==> src/rtl/ht_agg_pkg.sv <==
package ht_agg_pkg;

  localparam int unsigned HT_NUM_TESTS = 9;
  localparam int unsigned HT_CNT_W     = 4;
  localparam int unsigned HT_THR_W     = 16;

  // Bit position of each test in the fail vector and count bus
  typedef enum logic [3:0] {
    HT_REP     = 4'd0,
    HT_REP_SYM = 4'd1,
    HT_ADP_HI  = 4'd2,
    HT_ADP_LO  = 4'd3,
    HT_BUCKET  = 4'd4,
    HT_MKV_HI  = 4'd5,
    HT_MKV_LO  = 4'd6,
    HT_EXT_HI  = 4'd7,
    HT_EXT_LO  = 4'd8
  } ht_test_e;

  // Redundant threshold word: value low, inverse high
  typedef struct packed {
    logic [HT_THR_W-1:0] inv;
    logic [HT_THR_W-1:0] val;
  } ht_thr_cfg_t;

endpackage

==> src/rtl/ht_fail_counter.sv <==
module ht_fail_counter #(
  parameter int unsigned CNT_W = 4
) (
  input  logic             clk_i,
  input  logic             rst_ni,
  input  logic             clr_i,
  input  logic             freeze_i,
  input  logic             win_i,
  input  logic             pass_all_i,
  input  logic             fail_i,
  output logic [CNT_W-1:0] cnt_o
);

  localparam logic [CNT_W-1:0] CntMax = {CNT_W{1'b1}};

  logic [CNT_W-1:0] cnt_q, cnt_d;

  always_comb begin
    cnt_d = cnt_q;
    if (clr_i) begin
      cnt_d = '0;
    end else if (win_i && !freeze_i) begin
      if (pass_all_i) begin
        cnt_d = '0;
      end else if (fail_i && (cnt_q != CntMax)) begin
        cnt_d = cnt_q + 1'b1;
      end
    end
  end

  always_ff @(posedge clk_i or negedge rst_ni) begin
    if (!rst_ni) cnt_q <= '0;
    else         cnt_q <= cnt_d;
  end

  assign cnt_o = cnt_q;

  // a saturated count never wraps back to a small value
  assert_no_wrap_R3: assert property (@(posedge clk_i) disable iff (!rst_ni)
    (cnt_q == CntMax && !clr_i && !(win_i && pass_all_i)) |=> (cnt_q == CntMax));

  // frozen counts do not move unless cleared
  assert_frozen_hold_R7: assert property (@(posedge clk_i) disable iff (!rst_ni)
    (freeze_i && !clr_i) |=> $stable(cnt_q));

endmodule

==> src/rtl/ht_sum_tree.sv <==
module ht_sum_tree #(
  parameter int unsigned NUM   = 9,
  parameter int unsigned CNT_W = 4,
  parameter int unsigned TOT_W = 16
) (
  input  logic [NUM*CNT_W-1:0] cnts_i,
  output logic [TOT_W-1:0]     total_o
);

  always_comb begin
    total_o = '0;
    for (int i = 0; i < NUM; i++) begin
      total_o = total_o + TOT_W'(cnts_i[i*CNT_W +: CNT_W]);
    end
  end

endmodule

==> src/rtl/ht_thr_store.sv <==
module ht_thr_store #(
  parameter int unsigned    THR_W   = 16,
  parameter logic [THR_W-1:0] THR_RST = 2
) (
  input  logic               clk_i,
  input  logic               rst_ni,
  input  logic               load_i,
  input  logic [2*THR_W-1:0] word_i,
  input  logic               clr_i,
  output logic [THR_W-1:0]   thr_o,
  output logic               cfg_ok_o,
  output logic               cfg_err_o
);

  logic [THR_W-1:0] val_q, inv_q;
  logic             err_q;

  always_ff @(posedge clk_i or negedge rst_ni) begin
    if (!rst_ni) begin
      val_q <= THR_RST;
      inv_q <= ~THR_RST;
    end else if (load_i) begin
      val_q <= word_i[THR_W-1:0];
      inv_q <= word_i[2*THR_W-1:THR_W];
    end
  end

  assign cfg_ok_o = (inv_q == ~val_q);

  always_ff @(posedge clk_i or negedge rst_ni) begin
    if (!rst_ni)     err_q <= 1'b0;
    else if (clr_i)  err_q <= 1'b0;
    else             err_q <= err_q | ~cfg_ok_o;
  end

  assign thr_o     = val_q;
  assign cfg_err_o = err_q;

  // the error flag is sticky until a clear
  assert_err_sticky_R9: assert property (@(posedge clk_i) disable iff (!rst_ni)
    (err_q && !clr_i) |=> err_q);

  // a clear drops the flag on the next cycle
  assert_err_clear_R10: assert property (@(posedge clk_i) disable iff (!rst_ni)
    clr_i |=> !err_q);

endmodule

==> src/rtl/ht_alert_ctrl.sv <==
module ht_alert_ctrl #(
  parameter int unsigned TOT_W = 16,
  parameter int unsigned THR_W = 16
) (
  input  logic             clk_i,
  input  logic             rst_ni,
  input  logic [TOT_W-1:0] total_i,
  input  logic [THR_W-1:0] thr_i,
  input  logic             cfg_ok_i,
  input  logic             clr_i,
  output logic             freeze_o,
  output logic             alert_o,
  output logic             alerted_o
);

  localparam int unsigned CmpW = (TOT_W > THR_W) ? TOT_W : THR_W;

  logic [CmpW-1:0] tot_ext, thr_ext;
  logic            trip;
  logic            alerted_q, pulse_q;

  assign tot_ext = CmpW'(total_i);
  assign thr_ext = CmpW'(thr_i);
  assign trip    = cfg_ok_i && (thr_i != '0) && (tot_ext >= thr_ext);

  always_ff @(posedge clk_i or negedge rst_ni) begin
    if (!rst_ni) begin
      alerted_q <= 1'b0;
      pulse_q   <= 1'b0;
    end else if (clr_i) begin
      alerted_q <= 1'b0;
      pulse_q   <= 1'b0;
    end else begin
      alerted_q <= alerted_q | trip;
      pulse_q   <= trip & ~alerted_q;
    end
  end

  assign freeze_o  = alerted_q | trip;
  assign alert_o   = pulse_q;
  assign alerted_o = alerted_q;

  // the alert lasts one cycle and comes with the interrupt
  assert_alert_pulse_R6: assert property (@(posedge clk_i) disable iff (!rst_ni)
    pulse_q |=> !pulse_q);
  assert_alert_irq_R6: assert property (@(posedge clk_i) disable iff (!rst_ni)
    pulse_q |-> alerted_q);

  // zero threshold never alerts
  assert_zero_thr_R8: assert property (@(posedge clk_i) disable iff (!rst_ni)
    (thr_i == '0 && !alerted_q) |=> !pulse_q);

  // inconsistent configuration never alerts
  assert_bad_cfg_quiet_R9: assert property (@(posedge clk_i) disable iff (!rst_ni)
    (!cfg_ok_i && !alerted_q) |=> !pulse_q);

endmodule

==> src/rtl/ht_alert_agg.sv <==
module ht_alert_agg
  import ht_agg_pkg::*;
#(
  parameter int unsigned NUM_TESTS = HT_NUM_TESTS,
  parameter int unsigned CNT_W     = HT_CNT_W,
  parameter int unsigned TOT_W     = 16,
  parameter int unsigned THR_W     = HT_THR_W,
  parameter logic [THR_W-1:0] THR_RST = 2
) (
  input  logic                     clk_i,
  input  logic                     rst_ni,
  input  logic [NUM_TESTS-1:0]     fail_i,
  input  logic                     win_done_i,
  input  logic                     cfg_load_i,
  input  logic [2*THR_W-1:0]       cfg_word_i,
  input  logic                     clear_i,
  output logic [NUM_TESTS*CNT_W-1:0] counts_o,
  output logic [TOT_W-1:0]         total_o,
  output logic                     alert_o,
  output logic                     hf_irq_o,
  output logic                     cfg_err_o
);

  logic               pass_all;
  logic               freeze;
  logic [THR_W-1:0]   thr;
  logic               cfg_ok;
  logic [NUM_TESTS*CNT_W-1:0] cnts;

  assign pass_all = ~|fail_i;

  for (genvar g = 0; g < NUM_TESTS; g++) begin : g_cnt
    ht_fail_counter #(.CNT_W(CNT_W)) u_cnt (
      .clk_i      (clk_i),
      .rst_ni     (rst_ni),
      .clr_i      (clear_i),
      .freeze_i   (freeze),
      .win_i      (win_done_i),
      .pass_all_i (pass_all),
      .fail_i     (fail_i[g]),
      .cnt_o      (cnts[g*CNT_W +: CNT_W])
    );
  end

  ht_sum_tree #(.NUM(NUM_TESTS), .CNT_W(CNT_W), .TOT_W(TOT_W)) u_sum (
    .cnts_i  (cnts),
    .total_o (total_o)
  );

  ht_thr_store #(.THR_W(THR_W), .THR_RST(THR_RST)) u_thr (
    .clk_i     (clk_i),
    .rst_ni    (rst_ni),
    .load_i    (cfg_load_i),
    .word_i    (cfg_word_i),
    .clr_i     (clear_i),
    .thr_o     (thr),
    .cfg_ok_o  (cfg_ok),
    .cfg_err_o (cfg_err_o)
  );

  ht_alert_ctrl #(.TOT_W(TOT_W), .THR_W(THR_W)) u_alert (
    .clk_i     (clk_i),
    .rst_ni    (rst_ni),
    .total_i   (total_o),
    .thr_i     (thr),
    .cfg_ok_i  (cfg_ok),
    .clr_i     (clear_i),
    .freeze_o  (freeze),
    .alert_o   (alert_o),
    .alerted_o (hf_irq_o)
  );

  assign counts_o = cnts;

  // clear empties every count and drops the interrupt
  assert_clear_empties_R10: assert property (@(posedge clk_i) disable iff (!rst_ni)
    clear_i |=> (counts_o == '0 && !hf_irq_o));

  // window results are ignored once alerted
  assert_irq_freeze_R7: assert property (@(posedge clk_i) disable iff (!rst_ni)
    (hf_irq_o && !clear_i) |=> $stable(counts_o));

endmodule

==> config.mk <==
export PLATFORM = sky130hd
export DESIGN_NAME = ht_alert_agg
export DESIGN_NICKNAME = d
export VERILOG_FILES = /design/src/rtl/ht_agg_pkg.sv /design/src/rtl/ht_fail_counter.sv /design/src/rtl/ht_sum_tree.sv /design/src/rtl/ht_thr_store.sv /design/src/rtl/ht_alert_ctrl.sv /design/src/rtl/ht_alert_agg.sv
export SDC_FILE = /design/constraint.sdc
export NUM_CORES = 1
export LEC_CHECK = 0
export BUFFER_PORTS_ARGS = -buffer_cell sky130_fd_sc_hd__buf_2
export CORE_MARGIN = 2
export CORE_UTILIZATION = 57
export CTS_CLUSTER_DIAMETER = 100
export DETAILED_ROUTE_END_ITERATION = 12
export PLACE_DENSITY = 0.82
export SYNTH_ARGS = -nofsm -noshare
export SYNTH_HDL_FRONTEND = slang
export SYNTH_HIERARCHICAL = 1
export SYNTH_SLANG_ARGS = --single-unit
export TNS_END_PERCENT = 30
==> constraint.sdc <==
create_clock -name clk_i -period 7.08 [get_ports clk_i]
set_input_delay 0.354 -clock clk_i [delete_from_list [all_inputs] [get_ports clk_i]]
set_output_delay 0.354 -clock clk_i [all_outputs]
set_load 0.01 [all_outputs]
Word level (Yosys, flattened, before mapping)
Index checks and enable logic that the tools add are counted.

word-level totals
  register bits = 71
  input bits = 46
  output and inout port bits = 55
  logic and storage cells = 121

operators by class
  $add $sub $neg = 17
  $lt $le $gt $ge = 1
  equality and inequality tests = 19
  mux-type cells = 39
  bitwise operators = 6
  reduce and logical (&&, ||, !) cells = 25

operators by type and width
  cell                   count
  $mux W4                36
  $add A16 B4 Y16        7
  $add A4 B1 Y4 const B  9
  $ne A4 B4 Y1 const B   9
  $ne A3 B2 Y1 const B   9
  $reduce_and A2 Y1      9
  $eq A16 B16 Y1         1
  $ge A16 B16 Y1         1
  $not A16 Y16           1
  $reduce_bool A16 Y1    1
  $logic_and A1 B1 Y1    12
  $reduce_or A9 Y1       1
  $add A4 B4 Y5          1
  $mux W1                3
  $not A1 Y1             2
  $or A1 B1 Y1           2
  $reduce_bool A2 Y1     1
  $and A1 B1 Y1          1
  $logic_not A1 Y1       1

Depth between registers and ports, before layout
  depth after elaboration = 15
  mapped depth = 20
  depth with buffers taken out = 20

Hierarchy
The synthesis kept the hierarchy.

by module, submodules not included
  module           times used  cells each  area each (um^2)
  ht_fail_counter  9           27          274.0
  ht_thr_store     1           92          1411.4
  ht_sum_tree      1           96          925.9
  ht_alert_ctrl    1           72          569.3
  ht_alert_agg     1           3           26.3

Worst setup path before layout
Ideal clock, no wire load.

  path kind = reg2reg
  start = register g_cnt[0].u_cnt.cnt_q[3]
  end = register g_cnt[0].u_cnt.cnt_q[2]
  library setup time = 0.139 ns
  data arrival time = 6.232 ns
  setup slack = 0.710 ns
  stages on the path, launching flop included = 20
  path buffers = 0
  cell sequence = dfrtp_1 > inv_1 > fa_1 > inv_1 > fa_1 > fa_1 > inv_1 > fa_1 > inv_1 > fa_1 > a21o_1 > a21oi_2 > xnor2_1 > ha_1 > and4_1 > nand4_2 > a31oi_1 > nor2b_2 > a31oi_1 > a211oi_1

on the way
  longest elaborated chain between the ends = 15
  elaborated cells between the ends (all ways) = 18
  classes of those cells = add/sub: 8; order compare: 1; eq/ne: 2; bitwise: 1; reduce/logical: 6

RTL lines
  what                                 line                   text
  start, declared                      ht_fail_counter.sv:16  logic [CNT_W-1:0] cnt_q, cnt_d;
  start signal, assigned               ht_fail_counter.sv:33  else cnt_q <= cnt_d;
  $add A4 B4 Y5                        ht_sum_tree.sv:13      total_o = total_o + TOT_W'(cnts_i[i*CNT_W +: CNT_W]);
  $add A16 B4 Y16 (7 in series)        ht_sum_tree.sv:13
  named net total_o[6]                 ht_alert_agg.sv:18     output logic [TOT_W-1:0] total_o,
  $ge A16 B16 Y1                       ht_alert_ctrl.sv:24    assign trip = cfg_ok_i && (thr_i != '0) && (tot_ext >= thr_ext);
  $logic_and A1 B1 Y1                  ht_alert_ctrl.sv:24
  $or A1 B1 Y1                         ht_alert_ctrl.sv:39    assign freeze_o = alerted_q | trip;
  named net freeze                     ht_alert_agg.sv:25     logic freeze;
  $logic_not A1 Y1                     ht_fail_counter.sv:22  end else if (win_i && !freeze_i) begin
  $logic_and A1 B1 Y1                  ht_fail_counter.sv:22
  $reduce_bool A2 Y1 (no source line)  --
  $reduce_and A2 Y1 (no source line)   --

The timed path passes the listed nets, and every way through them passes these cells.
A chain may end at the register's enable or synchronous reset.

Worst setup path in the final report
  start = register g_cnt[0].u_cnt.cnt_q[2]
  end = register g_cnt[7].u_cnt.cnt_q[2]

on the way
  longest elaborated chain between the ends = 15

RTL lines
  what                                 line
  $add A4 B4 Y5                        ht_sum_tree.sv:13
  $add A16 B4 Y16 (7 in series)        ht_sum_tree.sv:13
  $ge A16 B16 Y1                       ht_alert_ctrl.sv:24
  $logic_and A1 B1 Y1                  ht_alert_ctrl.sv:24
  $or A1 B1 Y1                         ht_alert_ctrl.sv:39
  named net freeze                     ht_alert_agg.sv:25
  $logic_not A1 Y1                     ht_fail_counter.sv:22
  $logic_and A1 B1 Y1                  ht_fail_counter.sv:22
  $reduce_bool A2 Y1 (no source line)  --
  $reduce_and A2 Y1 (no source line)   --
  end signal, assigned                 ht_fail_counter.sv:33
  end, declared                        ht_fail_counter.sv:16

The timed path passes the listed nets, and every way through them passes these cells.

==> results.py <==
metrics = {
    "run_status": {
        "status": "finished, final reports clean",
    },
    "critical_path": {
        "crit_fanout": 18,
        "rr_worst_depth": 19,
        "path_class": "reg -> reg",
        "critPathLaunchType": "flop",
        "end_kind": "flop",
        "critPathRequiredTime_ns": 7.24,
        "arrival_ns": 5.81,
    },
    "timing": {
        "fin_crit_sh": 0.798,
        "final_max_slew_viol_count": 0,
        "worstMarginPinSlew_ns": 1.13,
        "setup_viol": 0,
        "max_freq_mhz": 177,
        "period_needed_ns": 5.65,
        "hold_viol": 0,
        "setup_tns_ns": 0,
        "grt_setup_unrepaired": "no",
        "clock_skew_ns": 0.0156,
        "slew_headroom": 0.245,
    },
    "clocking": {
        "cts_tree": "done",
        "cts-buffers-inserted": 9,
        "cts-root-buf": "clkbuf_8",
        "numClockSinks": 71,
        "clock_latency_ns": 0.35,
        "clk_path_buf_depth": 2,
        "h-tree-depth": 3,
        "ctsHoldBuffers": 0,
        "cts.clk_slew.worst_paths_ns": 0.08,
        "cts_setup_buffers": 0,
        "cts_resized": 0,
    },
    "layout": {
        "instances_no_fill": 723,
        "fin_util": 0.671,
        "layout_commonest_cell": "buf_2",
        "area_growth_pct": 14.3,
        "drive_gt1_frac": 0.345,
        "antenna_cells": 0,
        "fill_cells": 692,
        "nets": 713,
        "final_cell_mix": "buf_2, inv_1, dfrtp_1",
    },
    "die": {
        "die_area_mm2": 0.0103,
        "die_width_um": 101,
        "die_y_um": 101,
        "start_util": 0.587,
        "ioPinCount": 101,
        "num_rows": 35,
        "core_mm2": 0.00920,
    },
    "synth": {
        "yosysTopAreaCell": "dfrtp_1",
        "synth_edf_count": 0,
        "synth_compound_area_frac": 0.136,
        "synth_top_area_share": 0.255,
        "synth-adder-area-share": 0.175,
        "synthMuxAreaShare": 0.0667,
        "yosys_most_used_dff": "dfrtp_1",
        "synth_simple_gate_area_frac": 0.189,
        "synth_area_mm2": 0.00540,
        "synth-seq-area-share": 0.333,
        "synth-seq-cells": 71,
        "synth_xor_area_frac": 0.0308,
        "synth_area_leaders": "dfrtp_1, fa_1, ha_1",
        "syn_inst": 506,
        "synth_area_per_cell_um2": 10.7,
        "yosysUniqueCellTypes": 47,
        "async_flop_share": 1.00,
        "yosysWarnings": 6,
        "synth_top_family_by_area": "simple AND/OR/NAND/NOR gates",
    },
    "grt": {
        "antenna_found_initial": 0,
        "grt_pass1_vias": 4389,
        "grt_max_degree": 72,
        "grt_pass1_wl_um": 21500,
        "grt_overflow": 0,
        "grt_usage": 0.267,
    },
    "detailed_routing": {
        "drc": 0,
        "finalWirelength_um": 13100,
        "wire_per_inst_um": 18.1,
        "postRouteAntennaNets": 0,
        "firstDrtPassIters": 5,
        "drt_iter0_markers": 222,
        "vias": 4438,
        "via_per_inst": 6.14,
    },
    "flow_run": {
        "maxCapViolCount": 0,
    },
    "placement": {
        "place.gp.congestion": 0.834,
        "place_inst": 707,
        "io_buffers": 92,
        "dp_hpwl_um": 9710,
    },
    "pwr": {
        "fin_total_pwr_w": 0.00111,
        "power.density_mw_per_mm2": 180,
        "leakage_nw": 2.95,
        "peakVddDrop_mv": 0.0930,
    },
    "min_path": {
        "hold_class": "in -> async",
    },
}
layer usage:
| metal | up-vias | part of all wire | routed length [um] | track usage |
|---|---|---|---|---|
| li1 | 2027 | - | - | - |
| met1 | 2206 | 0.42 | 5440 | 0.353 |
| met2 | 173 | 0.50 | 6590 | 0.441 |
| met3 | 32 | 0.057 | 744 | 0.0573 |
| met4 | 0 | 0.023 | 297 | 0.0873 |
| met5 | - | 0 | 0 | 0 |
where the power goes:
part	internal [W]	switching, W
Sequential	0.000439	0.0000383
Combinational	0.000134	0.000171
Clock	0.000162	0.000164
Total	0.000736	0.000373
worst max-delay path: stages, from the launching register on:
cell and delay, ns:
dfrtp_1 0.45, inv_1 0.10, fa_1 0.54, inv_1 0.06
fa_1 0.50, fa_1 0.55, fa_1 0.51, ha_1 0.24
fa_1 0.41, a21o_1 0.21, a21oi_2 0.14, xnor2_1 0.09
ha_1 0.32, and4_1 0.25, nand4_2 0.14, a31oi_2 0.18
buf_4 0.34, nor2b_2 0.14, a31oi_1 0.20, a211oi_1 0.08
final cells by class:
cell class,instances,area [um^2],area share
tap,111,139,0.0225
multi-input combinational,352,3270,0.530
sequential,71,1800,0.291
inverter,78,293,0.0474
clock buffer,10,128,0.0207
timing repair buffer,95,483,0.0782
clock inverter,6,62.6,0.0101
Yosys cell counts, types with 2 or more instances:
| master | n |
|---|---|
| nand3_1 | 11 |
| mux2_2 | 30 |
| nand2_1 | 26 |
| fa_1 | 26 |
| a21oi_2 | 2 |
| and4_4 | 9 |
| o221ai_1 | 18 |
| buf_4 | 8 |
| a31o_1 | 9 |
| a41o_1 | 9 |
| nor2_1 | 11 |
| nor4_2 | 2 |
| dfrtp_1 | 55 |
| nor4_1 | 5 |
| o21ai_0 | 3 |
| nand4b_1 | 9 |
| nand2b_1 | 20 |
| a211oi_2 | 9 |
| nor2b_2 | 9 |
| a31oi_1 | 11 |
| mux2_1 | 2 |
| dfstp_2 | 16 |
| ha_1 | 34 |
| nand4_1 | 15 |
| inv_1 | 78 |
| a21o_1 | 2 |
| nor4b_2 | 9 |
| and2_2 | 9 |
| xnor2_1 | 2 |
| a211oi_1 | 9 |
| a21oi_1 | 14 |
| xor2_1 | 17 |
| buf_2 | 3 |
cell families after synthesis:
group,count (synthesis)
buf+inv,90
xor+xnor,19
flops,71
fa+ha+maj,60
mux,32
other cells,1
compound gates,90
simple gates,143
state kept, by name (all words and copies together), names as in the netlist:
register and cells:
g_cnt.u_cnt/cnt_o 36, u_alert/alert_o 1, u_alert/alerted_o 1, u_thr/cfg_err_o 1, u_thr/inv_q 16, u_thr/thr_o 16
final timing paths:
path                                                      from                                  end  slack (ns)
hold reg to reg                      u_thr/cfg_err_o$_DFF_PN0_            u_thr/cfg_err_o$_DFF_PN0_        0.52
setup reg to reg           g_cnt[0].u_cnt/cnt_o[2]$_DFFE_PN0P_  g_cnt[7].u_cnt/cnt_o[2]$_DFFE_PN0P_        1.43
setup / recovery           g_cnt[0].u_cnt/cnt_o[2]$_DFFE_PN0P_  g_cnt[7].u_cnt/cnt_o[2]$_DFFE_PN0P_        1.43
max in group asynchronous                               rst_ni  g_cnt[1].u_cnt/cnt_o[3]$_DFFE_PN0P_        6.26
min in group clk_i                              cfg_word_i[13]          u_thr/thr_o[13]$_DFFE_PN0P_        0.22
hold / removal                                          rst_ni  g_cnt[4].u_cnt/cnt_o[3]$_DFFE_PN0P_        0.22
per-stage QoR:
stage                     cell area [um^2]  hold slack [ns]  setup WS, ns
after global placement                5980            0.503          1.67
after global routing                  6170            0.220          1.09
after CTS                             6170            0.212          1.45
after floorplan                       5430           0.0584         0.710
after detailed placement              5980            0.512          1.50
final                                 6170            0.216          1.43
Power figures use the tool's default switching activity.
